$ cat src/rtl/rxdec_pkg.sv
package rxdec_pkg;
  localparam int GW = 5;
  localparam int NW = 4;
  localparam int NIB_COUNT = 1 << NW;

  localparam logic [GW-1:0] GRP_IDLE  = 5'b11111;
  localparam logic [GW-1:0] GRP_START = 5'b11000;
  localparam logic [GW-1:0] GRP_SECND = 5'b10001;
  localparam logic [GW-1:0] GRP_TERM  = 5'b01101;
  localparam logic [GW-1:0] GRP_RESET = 5'b00111;
  localparam logic [NW-1:0] NIB_BADSTART = 4'b1110;

  typedef enum logic [2:0] {
    ST_IDLE, ST_GOTJ, ST_DATA, ST_GOTT, ST_HOLD
  } rxState_e;

  typedef enum logic [1:0] {NIB_ZERO, NIB_DATA, NIB_SSD} nibSel_e;

  typedef struct packed {
    logic    dv;
    logic    er;
    nibSel_e sel;
  } outStrobe_t;

  typedef struct packed {
    logic isData;
    logic isIdle;
    logic isJ;
    logic isK;
    logic isT;
    logic isR;
  } grpClass_t;

  function automatic logic [GW-1:0] dataCode(input logic [NW-1:0] n);
    case (n)
      4'h0: dataCode = 5'b11110;  4'h1: dataCode = 5'b01001;
      4'h2: dataCode = 5'b10100;  4'h3: dataCode = 5'b10101;
      4'h4: dataCode = 5'b01010;  4'h5: dataCode = 5'b01011;
      4'h6: dataCode = 5'b01110;  4'h7: dataCode = 5'b01111;
      4'h8: dataCode = 5'b10010;  4'h9: dataCode = 5'b10011;
      4'hA: dataCode = 5'b10110;  4'hB: dataCode = 5'b10111;
      4'hC: dataCode = 5'b11010;  4'hD: dataCode = 5'b11011;
      4'hE: dataCode = 5'b11100;  default: dataCode = 5'b11101;
    endcase
  endfunction
endpackage

$ cat src/rtl/rxdec_datapath.sv
module rxdec_datapath
  import rxdec_pkg::*;
(
  input  logic          clk,
  input  logic          rstN,
  input  logic [GW-1:0] codeGroup,
  input  outStrobe_t    strobe,
  output grpClass_t     cls,
  output logic [NW-1:0] rxNibble,
  output logic          rxValid,
  output logic          rxError
);
  logic [GW-1:0]        grpQ;
  logic [NIB_COUNT-1:0] hit;
  logic [NW-1:0]        dataNib;

  always_ff @(posedge clk or negedge rstN) begin
    if (!rstN) grpQ <= GRP_IDLE;
    else       grpQ <= codeGroup;
  end

  for (genvar i = 0; i < NIB_COUNT; i++) begin : g_match
    assign hit[i] = (grpQ == dataCode(NW'(i)));
  end

  always_comb begin
    dataNib = '0;
    for (int i = 0; i < NIB_COUNT; i++)
      if (hit[i]) dataNib = dataNib | NW'(i);
  end

  always_comb begin
    cls.isData = |hit;
    cls.isIdle = (grpQ == GRP_IDLE);
    cls.isJ    = (grpQ == GRP_START);
    cls.isK    = (grpQ == GRP_SECND);
    cls.isT    = (grpQ == GRP_TERM);
    cls.isR    = (grpQ == GRP_RESET);
  end

  always_ff @(negedge clk or negedge rstN) begin
    if (!rstN) begin
      rxNibble <= '0;
      rxValid  <= 1'b0;
      rxError  <= 1'b0;
    end else begin
      rxValid <= strobe.dv;
      rxError <= strobe.er;
      case (strobe.sel)
        NIB_DATA: rxNibble <= dataNib;
        NIB_SSD:  rxNibble <= NIB_BADSTART;
        default:  rxNibble <= '0;
      endcase
    end
  end
endmodule

$ cat src/rtl/rxdec_ctrl.sv
module rxdec_ctrl
  import rxdec_pkg::*;
#(
  parameter int IDLE_RUN = 2
) (
  input  logic       clk,
  input  logic       rstN,
  input  grpClass_t  cls,
  output outStrobe_t strobe
);
  localparam int CW = $clog2(IDLE_RUN + 1);
  localparam logic [CW-1:0] CNT_LAST = CW'(IDLE_RUN - 1);

  rxState_e state, nextState;
  logic [CW-1:0] idleCnt, nextCnt;

  always_ff @(posedge clk or negedge rstN) begin
    if (!rstN) begin
      state   <= ST_IDLE;
      idleCnt <= '0;
    end else begin
      state   <= nextState;
      idleCnt <= nextCnt;
    end
  end

  always_comb begin
    nextState = state;
    nextCnt   = idleCnt;
    strobe    = '{dv: 1'b0, er: 1'b0, sel: NIB_ZERO};
    case (state)
      ST_IDLE: begin
        if (cls.isJ) nextState = ST_GOTJ;
        else if (!cls.isIdle) begin
          strobe.er  = 1'b1;
          strobe.sel = NIB_SSD;
          nextState  = ST_HOLD;
          nextCnt    = '0;
        end
      end
      ST_GOTJ: begin
        if (cls.isK) nextState = ST_DATA;
        else begin
          strobe.er  = 1'b1;
          strobe.sel = NIB_SSD;
          nextState  = ST_HOLD;
          nextCnt    = '0;
        end
      end
      ST_DATA: begin
        if (cls.isData) begin
          strobe.dv  = 1'b1;
          strobe.sel = NIB_DATA;
        end else if (cls.isT) nextState = ST_GOTT;
        else begin
          strobe.er = 1'b1;
          strobe.dv = !cls.isIdle;
          nextCnt   = cls.isIdle ? CW'(1) : '0;
          nextState = (cls.isIdle && IDLE_RUN <= 1) ? ST_IDLE : ST_HOLD;
        end
      end
      ST_GOTT: begin
        if (cls.isR) nextState = ST_IDLE;
        else begin
          strobe.er = 1'b1;
          nextCnt   = cls.isIdle ? CW'(1) : '0;
          nextState = (cls.isIdle && IDLE_RUN <= 1) ? ST_IDLE : ST_HOLD;
        end
      end
      default: begin
        if (!cls.isIdle) nextCnt = '0;
        else if (idleCnt >= CNT_LAST) begin
          nextState = ST_IDLE;
          nextCnt   = '0;
        end else nextCnt = idleCnt + CW'(1);
      end
    endcase
  end
endmodule

$ cat src/rtl/rx_group_decoder.sv
module rx_group_decoder
  import rxdec_pkg::*;
#(
  parameter int IDLE_RUN = 2
) (
  input  logic       clk,
  input  logic       rstN,
  input  logic [4:0] codeGroup,
  output logic [3:0] rxNibble,
  output logic       rxValid,
  output logic       rxError
);
  grpClass_t  cls;
  outStrobe_t strobe;

  rxdec_datapath u_dp (
    .clk(clk), .rstN(rstN), .codeGroup(codeGroup), .strobe(strobe),
    .cls(cls), .rxNibble(rxNibble), .rxValid(rxValid), .rxError(rxError)
  );

  rxdec_ctrl #(.IDLE_RUN(IDLE_RUN)) u_ctrl (
    .clk(clk), .rstN(rstN), .cls(cls), .strobe(strobe)
  );
endmodule

$ cat config.mk
export PLATFORM = sky130hd
export DESIGN_NAME = rx_group_decoder
export DESIGN_NICKNAME = d
export VERILOG_FILES = /design/src/rtl/rxdec_pkg.sv /design/src/rtl/rxdec_datapath.sv /design/src/rtl/rxdec_ctrl.sv /design/src/rtl/rx_group_decoder.sv
export SDC_FILE = /design/constraint.sdc
export NUM_CORES = 1
export LEC_CHECK = 0
export BUFFER_PORTS_ARGS = -buffer_cell sky130_fd_sc_hd__buf_2
export CORE_MARGIN = 5
export CORE_UTILIZATION = 59
export CTS_CLUSTER_SIZE = 10
export DETAILED_ROUTE_END_ITERATION = 12
export HOLD_SLACK_MARGIN = 0.15
export PLACE_DENSITY = 0.78
export SYNTH_ARGS = -nofsm -noshare
export SYNTH_HDL_FRONTEND = slang
export SYNTH_SLANG_ARGS = --single-unit
$ cat constraint.sdc
create_clock -name clk -period 4.65 [get_ports clk]
set_input_delay 0.2325 -clock clk [delete_from_list [all_inputs] [get_ports clk]]
set_output_delay 0.2325 -clock clk [all_outputs]
set_load 0.005 [all_outputs]
==> results_dict.tcl <==
set metrics [dict create \
    status "finished clean" \
    seq_area_frac_synth_pct 42.8 \
    async_flop_share_pct 100 \
    clk_pin_slew_ns 0.09 \
    start_util_pct 62.4 \
    pwr-share-comb_pct 12.0 \
    fin_util_pct 70.4 \
    dp_hpwl_microns 1270 \
    ios 13 \
    slew_headroom_pct 68.1 \
    setup_viol 0 \
    fp.dieH_microns 50.1 \
    die_x_microns 50.1 \
    drv_cap 0 \
    r2r.worst_path.cells 7 \
    power.share.switching_pct 26.2 \
    ant_nets 0 \
    final_common_cell "buf_2" \
    drcViolationCount 0 \
    vias 784 \
    grt_pass1_wl_microns 3180 \
    io_buffers 12 \
    grt_pass1_vias 788 \
    yosysTopAreaCell "dfrtn_1" \
    final_cell_area_sq_um 1070 \
    ys_ff_latch 16 \
    synthCells 99 \
    path_cells "or2_2 > o211ai_1 > a211oi_1 > inv_1 > ha_1 > a31oi_1 > nor2_1" \
    path_delay_family "flip-flops" \
    diodes 0 \
    root_buffer "clkbuf_4" \
    tightestPinTransition_ns 0.478 \
    synth_area_leaders "dfrtn_1, dfstp_2, dfrtp_1, ha_1, xnor2_1" \
    p_leak_nw 0.459 \
    n_fill_cell 117 \
    final_cell_mix "buf_2, nor2_1, inv_1, nand2_1" \
    mappedNetlistArea_sq_um 951 \
    synth.distinct_cells 39 \
    rsz0062_at_grt "no" \
    crit_buf_inv 1 \
    p_clk_share_pct 29.2 \
    max_stage_delay_ns 0.71 \
    total_power_mw 0.263 \
    syn_area_per_cell_sq_um 9.61 \
    drt-wirelength-per-cell_microns 14.5 \
    hold_violations 0 \
    h-tree-depth 1 \
    synthesis.nets 111 \
    seqPwrFrac_pct 58.8 \
    nets 127 \
    hp-class "in -> async" \
    gp_congestion 0.868 \
    drt_pass1_iterations 4 \
    r2r-start "u_dp.grpQ[1]$_DFF_PN1_" \
    p_int_mw 0.194 \
    placed_area_sq_um 986 \
    seq_area_sq_um 407 \
    clock_latency_ns 0.29 \
    slew_violations 0 \
    antenna_found_initial 0 \
    synth_top_area_share_pct 15.8 \
    grt_max_degree 17 \
    cp-end-kind "flop" \
    drt_iter0_markers 18 \
    yosysWarnings 0 \
    vdd_drop_max_mv 0.177 \
    finalSetupTns_ns 0 \
    worstPathArrival_ns 2.22 \
    overflow 0 \
    fin_worst_skew_ns 0.00898 \
    path_class "reg -> reg" \
    grtUsageTotal_pct 16.4 \
    p_per_area_nw_per_um2 245 \
    setup.worst_path.start "u_dp.grpQ[1]$_DFF_PN1_" \
    wl_microns 1890 \
    hold_buffers 6 \
    cts_buffer_depth 2 \
    core_sq_um 1520 \
    ctsResizeCount 0 \
    cts.sinks 16 \
    cts_tree "built" \
    die_area_sq_um 2510 \
    ys.flop_type "dfrtn_1" \
    cts_inserted_buffers 3 \
    drive_gt1_share_pct 21.1 \
    cts_setup_buffers 0 \
    rows 14 \
    multiInputGateArea_sq_um 469 \
    viasPerCell 6.03 \
    r2r_setup_slack_ns 0.25 \
    path_max_fanout 16 \
    holdWs_ns 0.362 \
    synth_edf_count 0 \
    crit_required_ns 2.47 \
    startpoint_type "flop" \
    cpMaxStageDelayCell "dfstp_2" \
    power_switching_mw 0.0691 \
    syn_to_final_growth_pct 12.8 \
    r2r_end "u_dp.rxNibble[3]$_DFF_NN0_" \
]
how the worst max path moves through the flow:
stage	slack (ns)	cells after the start	end
after floorplan	0.33	8	u_dp.rxNibble[1]$_DFF_NN0_
after global placement	0.35	7	u_dp.rxNibble[2]$_DFF_NN0_
after detailed placement	0.28	7	u_dp.rxNibble[3]$_DFF_NN0_
after CTS	0.25	7	u_dp.rxNibble[3]$_DFF_NN0_
after global routing	0.13	7	u_dp.rxNibble[3]$_DFF_NN0_
final	0.25	7	u_dp.rxNibble[3]$_DFF_NN0_
power groups by stage:
stage	logic, mW	registers (mW)	clock network, mW
after CTS	0.0313	0.154	0.0791
after detailed placement	0.0272	0.157	0
final	0.0315	0.155	0.0770
after global placement	0.0268	0.157	0
after floorplan	0.0279	0.149	0
after global routing	0.0347	0.156	0.0895
metrics by stage:
step / worst slack [ns] / std cells
after floorplan: 0.329 / 99
after global placement: 0.354 / 120
after detailed placement: 0.278 / 120
after CTS: 0.252 / 130
after global routing: 0.125 / 130
final: 0.249 / 130
sequential cells by signal, summed over array words and instances, names as in the netlist:
| signal | flops |
|---|---|
| u_dp.rxNibble | 4 |
| u_ctrl.state | 3 |
| u_dp.rxValid | 1 |
| u_dp.grpQ | 5 |
| u_ctrl.idleCnt | 2 |
| u_dp.rxError | 1 |
synth_stat cells, types with 2 or more instances:
| master | n |
|---|---|
| o211ai_1 | 4 |
| a211oi_1 | 3 |
| dfstp_2 | 5 |
| nor3_1 | 2 |
| nand3_1 | 3 |
| o31ai_2 | 2 |
| a31oi_1 | 4 |
| ha_1 | 5 |
| a311oi_1 | 2 |
| dfrtp_1 | 5 |
| inv_1 | 8 |
| nor2_1 | 9 |
| buf_6 | 2 |
| dfrtn_1 | 6 |
| xnor2_1 | 4 |
| clkbuf_1 | 2 |
| nand2_1 | 8 |
| buf_2 | 2 |
| a21oi_1 | 3 |
logic make-up (layout without fill, tap and decap cells):
logic type	count (synthesis)	after routing	share of synthesized area (%)
AO/OA/AOI/OAI	26	26	20.7
flip-flops	16	16	42.8
XOR/XNOR	4	4	3.68
multiplexers	1	1	1.58
buffers and inverters	15	30	7.89
adder cells (fa/ha/maj)	5	5	6.58
AND/OR/NAND/NOR	32	32	16.8
cell type report:
| class | count | share of cell area, % |
|---|---|---|
| Clock buffer | 4 | 2.45 |
| Timing Repair Buffer | 18 | 11.2 |
| Tap cell | 16 | 1.87 |
| Inverter | 8 | 2.80 |
| Sequential cell | 16 | 37.9 |
| Multi-Input combinational cell | 68 | 43.8 |
metal layers:
layer	track usage (%)	wire, microns	vias up
li1	-	-	389
met1	18.6	814	359
met2	27.2	904	29
met3	2.96	107	7
met4	11.8	61	0
met5	0	0	-
Power figures use the tool's default switching activity.
